===== src/rtl/edb_pkg.sv =====
`timescale 1ns/1ps
package edb_pkg;
   typedef enum logic [1:0] {
      ST_IDLE    = 2'd0,
      ST_DEFER   = 2'd1,
      ST_XMIT    = 2'd2,
      ST_BACKOFF = 2'd3
   } edb_state_e;

   typedef enum logic [1:0] {
      CAUSE_NONE  = 2'd0,
      CAUSE_DEFER = 2'd1,
      CAUSE_COLL  = 2'd2
   } edb_cause_e;

   function automatic int edb_max(input int a, input int b);
      return (a > b) ? a : b;
   endfunction
endpackage


===== src/rtl/edb_lfsr.sv =====
`timescale 1ns/1ps
module edb_lfsr #(
   parameter int              W    = 16,
   parameter int              OW   = 10,
   parameter logic [W-1:0]    SEED = 'hACE1
) (
   input  logic          clk,
   input  logic          rst_n,
   output logic [OW-1:0] rnd
);
   logic [W-1:0] q;
   logic         fb;

   generate
      if (W == 16) begin : g_w16
         assign fb = q[15] ^ q[13] ^ q[12] ^ q[10];
      end else if (W == 32) begin : g_w32
         assign fb = q[31] ^ q[21] ^ q[1] ^ q[0];
      end else begin : g_bad_w
         $error("edb_lfsr: unsupported width");
         assign fb = 1'b0;
      end
      if (OW > W) begin : g_bad_ow
         $error("edb_lfsr: output wider than register");
      end
   endgenerate

   always_ff @(posedge clk or negedge rst_n) begin
      if (!rst_n) q <= SEED;
      else        q <= {q[W-2:0], fb};
   end

   assign rnd = q[OW-1:0];

   // the random source never locks up at zero
   assert_lfsr_live_R7: assert property (@(posedge clk) disable iff (!rst_n)
      q != '0);
endmodule


===== src/rtl/edb_defer_timer.sv =====
`timescale 1ns/1ps
module edb_defer_timer #(
   parameter int LIMIT_FAST = 6071,
   parameter int LIMIT_SLOW = 24287,
   parameter int GAP_FAST   = 24,
   parameter int GAP_SLOW   = 96
) (
   input  logic clk,
   input  logic rst_n,
   input  logic active,
   input  logic crs,
   input  logic fast,
   input  logic no_limit,
   output logic limit_hit,
   output logic gap_done
);
   import edb_pkg::*;
   localparam int LIM_MAX = edb_max(LIMIT_FAST, LIMIT_SLOW);
   localparam int GAP_MAX = edb_max(GAP_FAST, GAP_SLOW);
   localparam int CW      = $clog2(LIM_MAX + 1);
   localparam int GW      = $clog2(GAP_MAX + 1);

   generate
      if (LIMIT_FAST < 2 || LIMIT_SLOW < 2) begin : g_bad_lim
         $error("edb_defer_timer: limits must be at least 2");
      end
      if (GAP_FAST < 2 || GAP_SLOW < 2) begin : g_bad_gap
         $error("edb_defer_timer: gaps must be at least 2");
      end
   endgenerate

   logic [CW-1:0] busy_cnt, lim_m1;
   logic [GW-1:0] idle_cnt, gap_m1;

   assign lim_m1 = fast ? CW'(LIMIT_FAST - 1) : CW'(LIMIT_SLOW - 1);
   assign gap_m1 = fast ? GW'(GAP_FAST - 1)   : GW'(GAP_SLOW - 1);

   always_ff @(posedge clk or negedge rst_n) begin
      if (!rst_n) begin
         busy_cnt <= '0;
         idle_cnt <= '0;
      end else if (!active) begin
         busy_cnt <= '0;
         idle_cnt <= '0;
      end else if (crs) begin
         idle_cnt <= '0;
         if (busy_cnt != '1) busy_cnt <= busy_cnt + 1'b1;
      end else begin
         busy_cnt <= '0;
         if (idle_cnt != '1) idle_cnt <= idle_cnt + 1'b1;
      end
   end

   assign limit_hit = active && crs && !no_limit && (busy_cnt == lim_m1);
   assign gap_done  = active && !crs && (idle_cnt == gap_m1);

   // a start decision always follows an idle carrier cycle
   assert_gap_idle_R2: assert property (@(posedge clk) disable iff (!rst_n)
      gap_done |-> !$past(crs));
   // a deferral drop is only reached through an unbroken busy stretch
   assert_limit_busy_R5: assert property (@(posedge clk) disable iff (!rst_n)
      limit_hit |-> ($past(crs) && $past(active)));
endmodule


===== src/rtl/edb_backoff.sv =====
`timescale 1ns/1ps
module edb_backoff #(
   parameter int SW = 10,
   parameter int NW = 5
) (
   input  logic          clk,
   input  logic          rst_n,
   input  logic          load,
   input  logic [NW-1:0] attempt,
   input  logic [SW-1:0] rnd,
   input  logic          active,
   input  logic          tick,
   output logic          done
);
   logic [SW-1:0] mask;
   logic [SW-1:0] slots;

   generate
      for (genvar i = 0; i < SW; i++) begin : g_mask
         assign mask[i] = (attempt > NW'(i));
      end
   endgenerate

   always_ff @(posedge clk or negedge rst_n) begin
      if (!rst_n)                                slots <= '0;
      else if (load)                             slots <= rnd & mask;
      else if (active && tick && slots != '0)    slots <= slots - 1'b1;
   end

   assign done = active && ((slots == '0) || (tick && slots == SW'(1)));

   // the wait only shrinks on a slot tick
   assert_slots_hold_R7: assert property (@(posedge clk) disable iff (!rst_n)
      (!load && !tick) |=> (slots == $past(slots)));
endmodule


===== src/rtl/eth_defer_backoff.sv =====
`timescale 1ns/1ps
module eth_defer_backoff #(
   parameter int                 LIMIT_FAST   = 6071,
   parameter int                 LIMIT_SLOW   = 24287,
   parameter int                 GAP_FAST     = 24,
   parameter int                 GAP_SLOW     = 96,
   parameter int                 MAX_ATTEMPTS = 16,
   parameter int                 BO_LIMIT     = 10,
   parameter int                 LFSR_W       = 16,
   parameter logic [LFSR_W-1:0]  LFSR_SEED    = 'hACE1,
   localparam int                RW           = $clog2(MAX_ATTEMPTS)
) (
   input  logic          clk,
   input  logic          rst_n,
   input  logic          tx_req,
   input  logic          carrier_sense,
   input  logic          collision,
   input  logic          speed_fast,
   input  logic          defer_forever,
   input  logic          skip_backoff,
   input  logic          slot_tick,
   output logic          tx_start,
   output logic          abort,
   output logic [1:0]    abort_cause,
   output logic [RW-1:0] retry_count
);
   import edb_pkg::*;
   localparam int NW = RW + 1;

   generate
      if (MAX_ATTEMPTS < 2) begin : g_bad_att
         $error("eth_defer_backoff: MAX_ATTEMPTS below 2");
      end
      if (BO_LIMIT > LFSR_W || BO_LIMIT < 1) begin : g_bad_bo
         $error("eth_defer_backoff: BO_LIMIT out of range");
      end
      if (LFSR_SEED == '0) begin : g_bad_seed
         $error("eth_defer_backoff: LFSR seed must be non-zero");
      end
   endgenerate

   edb_state_e     st;
   logic [NW-1:0]  attempt_nxt;
   logic           limit_hit, gap_done, bo_done, bo_load, last_try;
   logic [BO_LIMIT-1:0] rnd;

   assign attempt_nxt = {1'b0, retry_count} + 1'b1;
   assign last_try    = (attempt_nxt == NW'(MAX_ATTEMPTS));
   assign bo_load     = (st == ST_XMIT) && collision && !last_try && !skip_backoff;

   edb_lfsr #(.W(LFSR_W), .OW(BO_LIMIT), .SEED(LFSR_SEED)) u_lfsr (
      .clk(clk), .rst_n(rst_n), .rnd(rnd)
   );

   edb_defer_timer #(
      .LIMIT_FAST(LIMIT_FAST), .LIMIT_SLOW(LIMIT_SLOW),
      .GAP_FAST(GAP_FAST),     .GAP_SLOW(GAP_SLOW)
   ) u_timer (
      .clk(clk), .rst_n(rst_n), .active(st == ST_DEFER),
      .crs(carrier_sense), .fast(speed_fast), .no_limit(defer_forever),
      .limit_hit(limit_hit), .gap_done(gap_done)
   );

   edb_backoff #(.SW(BO_LIMIT), .NW(NW)) u_backoff (
      .clk(clk), .rst_n(rst_n), .load(bo_load), .attempt(attempt_nxt),
      .rnd(rnd), .active(st == ST_BACKOFF), .tick(slot_tick), .done(bo_done)
   );

   always_ff @(posedge clk or negedge rst_n) begin
      if (!rst_n) begin
         st          <= ST_IDLE;
         retry_count <= '0;
         tx_start    <= 1'b0;
         abort       <= 1'b0;
         abort_cause <= CAUSE_NONE;
      end else begin
         tx_start    <= 1'b0;
         abort       <= 1'b0;
         abort_cause <= CAUSE_NONE;
         case (st)
            ST_IDLE: begin
               if (tx_req) st <= ST_DEFER;
            end
            ST_DEFER: begin
               if (limit_hit) begin
                  st          <= ST_IDLE;
                  abort       <= 1'b1;
                  abort_cause <= CAUSE_DEFER;
                  retry_count <= '0;
               end else if (gap_done) begin
                  st       <= ST_XMIT;
                  tx_start <= 1'b1;
               end
            end
            ST_XMIT: begin
               if (collision) begin
                  if (last_try) begin
                     st          <= ST_IDLE;
                     abort       <= 1'b1;
                     abort_cause <= CAUSE_COLL;
                     retry_count <= '0;
                  end else begin
                     retry_count <= attempt_nxt[RW-1:0];
                     st          <= skip_backoff ? ST_DEFER : ST_BACKOFF;
                  end
               end else if (!tx_req) begin
                  st          <= ST_IDLE;
                  retry_count <= '0;
               end
            end
            ST_BACKOFF: begin
               if (bo_done) st <= ST_DEFER;
            end
            default: st <= ST_IDLE;
         endcase
      end
   end

   // the start indication is a single-cycle pulse
   assert_start_pulse_R2: assert property (@(posedge clk) disable iff (!rst_n)
      tx_start |=> !tx_start);
   // a cause accompanies every drop and only a drop
   assert_cause_valid_R9: assert property (@(posedge clk) disable iff (!rst_n)
      abort |-> (abort_cause == CAUSE_DEFER || abort_cause == CAUSE_COLL));
   assert_cause_quiet_R9: assert property (@(posedge clk) disable iff (!rst_n)
      !abort |-> (abort_cause == CAUSE_NONE));
   // no deferral drop while indefinite deferral was enabled
   assert_no_defer_drop_R6: assert property (@(posedge clk) disable iff (!rst_n)
      (abort && abort_cause == CAUSE_DEFER) |-> !$past(defer_forever));
   // the retry count moves by one or clears
   assert_retry_step_R7: assert property (@(posedge clk) disable iff (!rst_n)
      (retry_count != $past(retry_count)) |->
      (retry_count == $past(retry_count) + 1'b1 || retry_count == '0));
endmodule


===== config.mk =====
export PLATFORM = sky130hd
export DESIGN_NAME = eth_defer_backoff
export DESIGN_NICKNAME = d
export VERILOG_FILES = /design/src/rtl/edb_pkg.sv /design/src/rtl/edb_lfsr.sv /design/src/rtl/edb_defer_timer.sv /design/src/rtl/edb_backoff.sv /design/src/rtl/eth_defer_backoff.sv
export SDC_FILE = /design/constraint.sdc
export NUM_CORES = 1
export LEC_CHECK = 0
export ABC_AREA = 0
export BUFFER_PORTS_ARGS = -buffer_cell sky130_fd_sc_hd__buf_2
export CAP_MARGIN = 20
export CORE_MARGIN = 2
export CORE_UTILIZATION = 62
export DETAILED_ROUTE_END_ITERATION = 8
export PLACE_DENSITY_LB_ADDON = 0.3
export SYNTH_ARGS = -nofsm -noshare
export SYNTH_HDL_FRONTEND = slang
export SYNTH_HIERARCHICAL = 1
export SYNTH_SLANG_ARGS = --single-unit

===== constraint.sdc =====
create_clock -name clk -period 4.3 [get_ports clk]
set_input_delay 0.215 -clock clk [delete_from_list [all_inputs] [get_ports clk]]
set_output_delay 0.215 -clock clk [all_outputs]
set_load 0.1 [all_outputs]

# == Yosys cells after proc, flatten, opt, wreduce, memory -nomap -nowiden ==
# Index checks and enable logic that the tools add are counted.
# op_classes
n_mul,0
add_sub_neg,4
n_mux,35
n_bitwise,4
eq_ne,16
shift,0
div_mod_pow,0
n_reduce_logical,24
magnitude_cmp,10
# ops
operator,n
two-way mux 15 bit,4
two-way mux 7 bit,4
> comparator 5 x 3 -> 1 bit (second input constant),4
two-way mux 10 bit,2
two-way mux 2 bit,10
two-way mux 4 bit,4
adder 15 x 1 -> 15 bit (second input constant),1
equality test 15 bit,1
inequality test 15 bit (second input constant),1
logical AND 1 bit,12
inequality test 3 bit (second input constant),4
bitwise AND 10 bit,1
equality test 10 x 1 -> 1 bit (second input constant),1
> comparator 5 x 1 -> 1 bit (second input constant),2
> comparator 5 x 2 -> 1 bit (second input constant),2
> comparator 5 x 4 -> 1 bit (second input constant),2
zero test 10 bit,1
nonzero test 10 bit,1
subtractor 10 x 1 -> 10 bit (second input constant),1
one-hot mux 2 bit (4 select lines),1
one-hot mux 4 bit (2 select lines),1
adder 7 x 1 -> 7 bit (second input constant),1
equality test 7 bit,1
two-way mux 1 bit,7
other kinds (15),24
# word_totals
input_bits,9
latchBits,0
ff_bits,58
n_memories,0
ramBits,0
output_inout_bits,8
romBits,0

# == Logic depth before layout (Yosys ltp) ==
# depth
word_depth,6
depth_mapped,10
mapped_depth_nobuf,8

# == By module ==
# Netlist, hierarchy kept.
# by_module_without_submodules
module,cells_each,area_per_inst_um2,instances
edb_defer_timer,139,1318.8,1
edb_backoff,93,785.8,1
eth_defer_backoff,56,604.3,1
edb_lfsr,29,511.7,1

# == Least setup slack after synthesis ==
# No wires, ideal clock.
# synth_path
path_type,register to register
start,reg retry_count[0]
end,reg u_backoff.slots[4]
synth_period_minus_slack_ns,2.736
slack_ns,1.564
path_stages_with_launch,11
required_ns,4.175
arrival_time_ns,2.610
cell_sequence,dfrtp_1 > ha_1 > and3_1 > buf_4 > and2_1 > nor3_1 > clkbuf_1 > clkbuf_1 > a31oi_1 > o32ai_1 > nor2_1
# synth_via
elab_chain_len,6
# synth_rtl
item,line_no,text
start: declaration,eth_defer_backoff.sv:25,output logic [RW-1:0] retry_count
start signal: assignment,eth_defer_backoff.sv:103,retry_count <= attempt_nxt[RW-1:0];
adder 4 x 1 -> 5 bit *,eth_defer_backoff.sv:47,"assign attempt_nxt = {1'b0, retry_count} + 1'b1;"
via attempt_nxt[4],eth_defer_backoff.sv:43,logic [NW-1:0] attempt_nxt;
equality test 5 bit *,eth_defer_backoff.sv:48,assign last_try = (attempt_nxt == NW'(MAX_ATTEMPTS));
zero test 1 bit *,eth_defer_backoff.sv:49,assign bo_load = (st == ST_XMIT) && collision && !last_try && !skip_backoff;
logical AND 1 bit * (2 in series),eth_defer_backoff.sv:49,
via bo_load,eth_defer_backoff.sv:44,"logic limit_hit, gap_done, bo_done, bo_load, last_try;"
two-way mux 10 bit / nonzero test 2 bit (equally long branches),-,
end signal: assignment,edb_backoff.sv:26,else if (load) slots <= rnd & mask;
end signal: assignment,edb_backoff.sv:27,else if (active && tick && slots != '0) slots <= slots - 1'b1;
end: declaration,edb_backoff.sv:16,logic [SW-1:0] slots;
# Mark *: on every way through the listed nets, which the timed path passes. The rest lies on a longest branch.
# A chain may end at the register's enable or synchronous reset.

# == Worst setup path after layout ==
# layout_path
start,reg st[1]
end,reg st[1]
# layout_via
elab_chain_len,6
# layout_rtl
item,line_no,text
start: declaration,eth_defer_backoff.sv:42,edb_state_e st;
start signal: assignment,eth_defer_backoff.sv:104,st <= skip_backoff ? ST_DEFER : ST_BACKOFF;
equality test 2 x 1 -> 1 bit *,eth_defer_backoff.sv:59,".clk(clk), .rst_n(rst_n), .active(st == ST_DEFER),"
logical AND 1 bit * (3 in series),edb_defer_timer.sv:54,assign limit_hit = active && crs && !no_limit && (busy_cnt == lim_m1);
via limit_hit,eth_defer_backoff.sv:44,
inequality test 3 bit (no line) / two-way mux 2 bit (equally long branches),-,
AND reduction 4 bit (no line) / one-hot mux 2 bit (4 select lines) (equally long branches),-,
# Marks and branches as above.

==> reports/summary.txt <==
=================================================================================
Outcome                                                              finished, final reports clean
Final core occ                                                              68.3%
Wire length after detailed routing                                   6390 microns
Number of unique standard cell types used by synthesis                         74
Yosys warns                                                                     6
Crit. Startpoint                                                            st[1]
Routed vias/inst                                                             6.15
Share of post-route cells with drive strength above 1                       19.0%
Kind of end point of the critical path                                  flip-flop
Worst EP arrival                                                          2760 ps
Count of pins on the block boundary                                            17
Primary FF master, synth                                             sky130_fd_sc_hd__dfrtp_1
Clock-pin slew on the worst setup and hold paths                            70 ps
Clk sink count                                                                 58
Count of nets after finishing                                                 345
DIE AREA                                                               5790 sq um
Number of slew-limit violations in the final report                             0
Die Ht                                                               76.1 microns
Number of buffers between clock root and the deepest sink                       2
VDD IR-drop max                                                        0.000232 V
Number of clock buffers inserted by TritonCTS                                   9
Number of cells traversed by the worst register-to-register path                8
Pin count of the biggest net entering global routing                           59
Final Skew                                                                7.33 ps
CTS tree                                                                    built
Post-synth EDFFs                                                                0
Initial cell density of the core                                            63.5%
Count of endpoints failing setup in the final report                            0
Global-route wire length before repair                               11,200 microns
Number of rows in the core area                                                26
Vias in the first global route                                              2,387
Worst Max-Slew Pin Slew                                                    765 ps
Placed Instance Area                                                   3280 sq um
Type of the worst setup path                                              reg2reg
Die outline width                                                    76.1 microns
Count of unresolved DRC violations after routing                                0
Number of buffers inserted to repair setup after CTS                            0
Htree depth                                                                     3
Number of vias after detailed routing                                       2,468
Gate count after technology mapping                                           317
Async set-or-reset flop fraction in the synthesized netlist                  100%
Max-cap check violation count                                                   0
Highest-delay cell along the critical path                           sky130_fd_sc_hd__dfrtp_1
Top cell family by delay on the critical path                        simple AND/OR/NAND/NOR gates
Cell area after technology mapping                                     3220 sq um
Placeable core region                                                  5070 sq um
Max Clk Rate                                                              393 MHz
HP Class                                                                 in2async
Quantity of I/O buffers inserted on ports                                      16
Initial DRC count                                                             144
Total power draw                                                          1.10 mW
Layout Area Growth over Synthesis                                           7.58%
DP Worst Slack                                                            1830 ps
Final design area excluding fillers                                    3460 sq um
Required time of the critical path                                        4520 ps
Sequential cell area fraction in the yosys report                           45.4%
DRT Pass-1 Iters                                                                5
Net count after synthesis                                                     336
Resize count post-CTS                                                           0
Power per cell area                                                   317 nW/um^2
Total congestion overflow                                                       0
Final Cycle Share                                                           59.1%
Bufs and invs on worst path                                                     1
Number of antenna violations at the first check in global routing               0
Source-to-sink clock delay at the later pin of the worst-skew pair         340 ps
Drt wl/cell                                                          15.9 microns
Logic depth of the worst setup path including buffers                           8
Cell at the root of the clock tree                                   sky130_fd_sc_hd__clkbuf_8
Critical Path Fanout Max                                                        9
Flip-flop and latch count after synthesis                                      58
Post-Route Setup TNS                                                         0 ps
Worst Setup Start Kind                                                  flip-flop
Worst-path cell chain                                                inv_1 -> ha_1 -> and2_0 -> nand4_1 -> nor3_1 -> nand2b_2 -> o2111a_1 -> mux2_1
Cells after DPL                                                               385
Post-route worst setup slack                                              1760 ps
Startpoint of the lowest-slack register-to-register path                    st[1]
GR Util All Layers                                                          24.1%
Mean area per synthesized cell                                         10.2 sq um
Relative max-transition margin                                              48.6%
Final cell count without fillers                                              401
Antenna-violating nets left                                                     0
Leakage Power                                                             1.52 nW
Gpl congestion                                                              0.955
Worst Hold Margin                                                         18.8 ps
Setup repair after global routing missed its margin                         false
Number of buffers added to fix hold violations after cts                        0
Final HPWL from detailed placement                                   4360 microns
Total inserted antenna cells                                                    0
Post-layout minimum cycle time                                            2540 ps
Final-report hold violation count                                               0
Maximum cell stage delay along the critical path                           410 ps
=================================================================================
-- registers in the layout, indices dropped and copies added (netlist names) --
name and cells:
abort 1, st 2, u_timer/idle_cnt 7, u_timer/busy_cnt 15, u_lfsr/q 16, retry_count 4, abort_cause 2, u_backoff/slots 10
tx_start 1
-- report_power, final --
| group | internal (mW) | total [mW] | switching, mW |
|---|---|---|---|
| clock | 0.255 | 0.462 | 0.207 |
| sequential | 0.554 | 0.561 | 0.00770 |
| combinational | 0.0251 | 0.0755 | 0.0504 |
-- cell usage after synthesis, drive strengths merged, types with 2 or more instances --
cell | n | area, sq um
dfrtp | 50 | 1250
nand2 | 24 | 90.1
nor2 | 18 | 70.1
a21oi | 16 | 95.1
buf | 14 | 104
nand3 | 14 | 70.1
nor3 | 13 | 75.1
o21ai | 11 | 62.6
ha | 10 | 125
inv | 10 | 37.5
and2 | 9 | 58.8
or3 | 9 | 56.3
dfstp | 8 | 210
a31oi | 7 | 50.1
and3 | 7 | 43.8
nand4 | 7 | 58.8
clkbuf | 6 | 22.5
xnor2 | 6 | 52.6
nand2b | 5 | 33.8
nor2b | 4 | 25.0
o22ai | 4 | 25.0
a21o | 3 | 22.5
a311oi | 3 | 26.3
mux2 | 3 | 33.8
mux2i | 3 | 30.0
nand3b | 3 | 22.5
nor4 | 3 | 33.8
o41ai | 3 | 26.3
or2 | 3 | 18.8
xor2 | 3 | 26.3
a211oi | 2 | 15.0
a32o | 2 | 20.0
and4 | 2 | 17.5
nand4b | 2 | 17.5
nor3b | 2 | 20.0
nor4b | 2 | 17.5
nor4bb | 2 | 20.0
o211ai | 2 | 15.0
o311ai | 2 | 17.5
o31ai | 2 | 15.0
-- path summary, 6_finish.rpt --
kind                                 endpoint  slack [ps]
max                                     st[1]        1760
min                        u_backoff/slots[4]          20
max reg2reg                             st[1]        1760
min reg2reg                      u_lfsr/q[15]         350
max in group asynchronous         u_lfsr/q[2]        3810
min in group clk           u_backoff/slots[2]         330
-- worst reg2reg max path, delay by kind of cell, from the launching register on --
family          cells  cell delay, ps
mux                 1             340
fa+ha+maj           1             350
flops               1             410
buf+inv             1             100
compound gates      1             240
simple gates        4             990
-- kinds of logic after synthesis --
group / synth area share, %
simple gates: 24.3
compound gates: 16.9
flops: 45.4
buf+inv: 5.09
fa+ha+maj: 3.89
xor+xnor: 2.45
mux: 1.98
-- area by class of cell --
cell class | count | area (sq um)
Tap cell | 70 | 87.6
Timing Repair Buffer | 18 | 95.1
Inverter | 10 | 37.5
Clock buffer | 14 | 173
Clock inverter | 2 | 10.0
Multi-Input combinational cell | 229 | 1600
Sequential cell | 58 | 1460
Fill cell | 414 | 1610
-- placed cells by master (no fill, tap or decap), types with 7 or more instances in the layout --
cell / Yosys / layout
sky130_fd_sc_hd__a21oi_1: 12 / 12
sky130_fd_sc_hd__and3_1: 7 / 7
sky130_fd_sc_hd__buf_2: 2 / 16
sky130_fd_sc_hd__clkbuf_8: 0 / 12
sky130_fd_sc_hd__dfrtp_1: 50 / 50
sky130_fd_sc_hd__dfstp_2: 8 / 8
sky130_fd_sc_hd__ha_1: 10 / 10
sky130_fd_sc_hd__inv_1: 10 / 10
sky130_fd_sc_hd__nand2_1: 24 / 24
sky130_fd_sc_hd__nand3_1: 14 / 14
sky130_fd_sc_hd__nor2_1: 17 / 17
sky130_fd_sc_hd__nor3_1: 11 / 10
sky130_fd_sc_hd__or3_1: 9 / 9
-- layer usage --
metal / up-vias / wire [microns] / global-route usage, %
li1: 1195 / - / -
met1: 1195 / 3110 / 33.5
met2: 67 / 2840 / 36.4
met3: 11 / 330 / 7.58
met4: 0 / 97 / 7.45
met5: - / 0 / 0
Note: power is estimated with default switching activity, not from simulation.
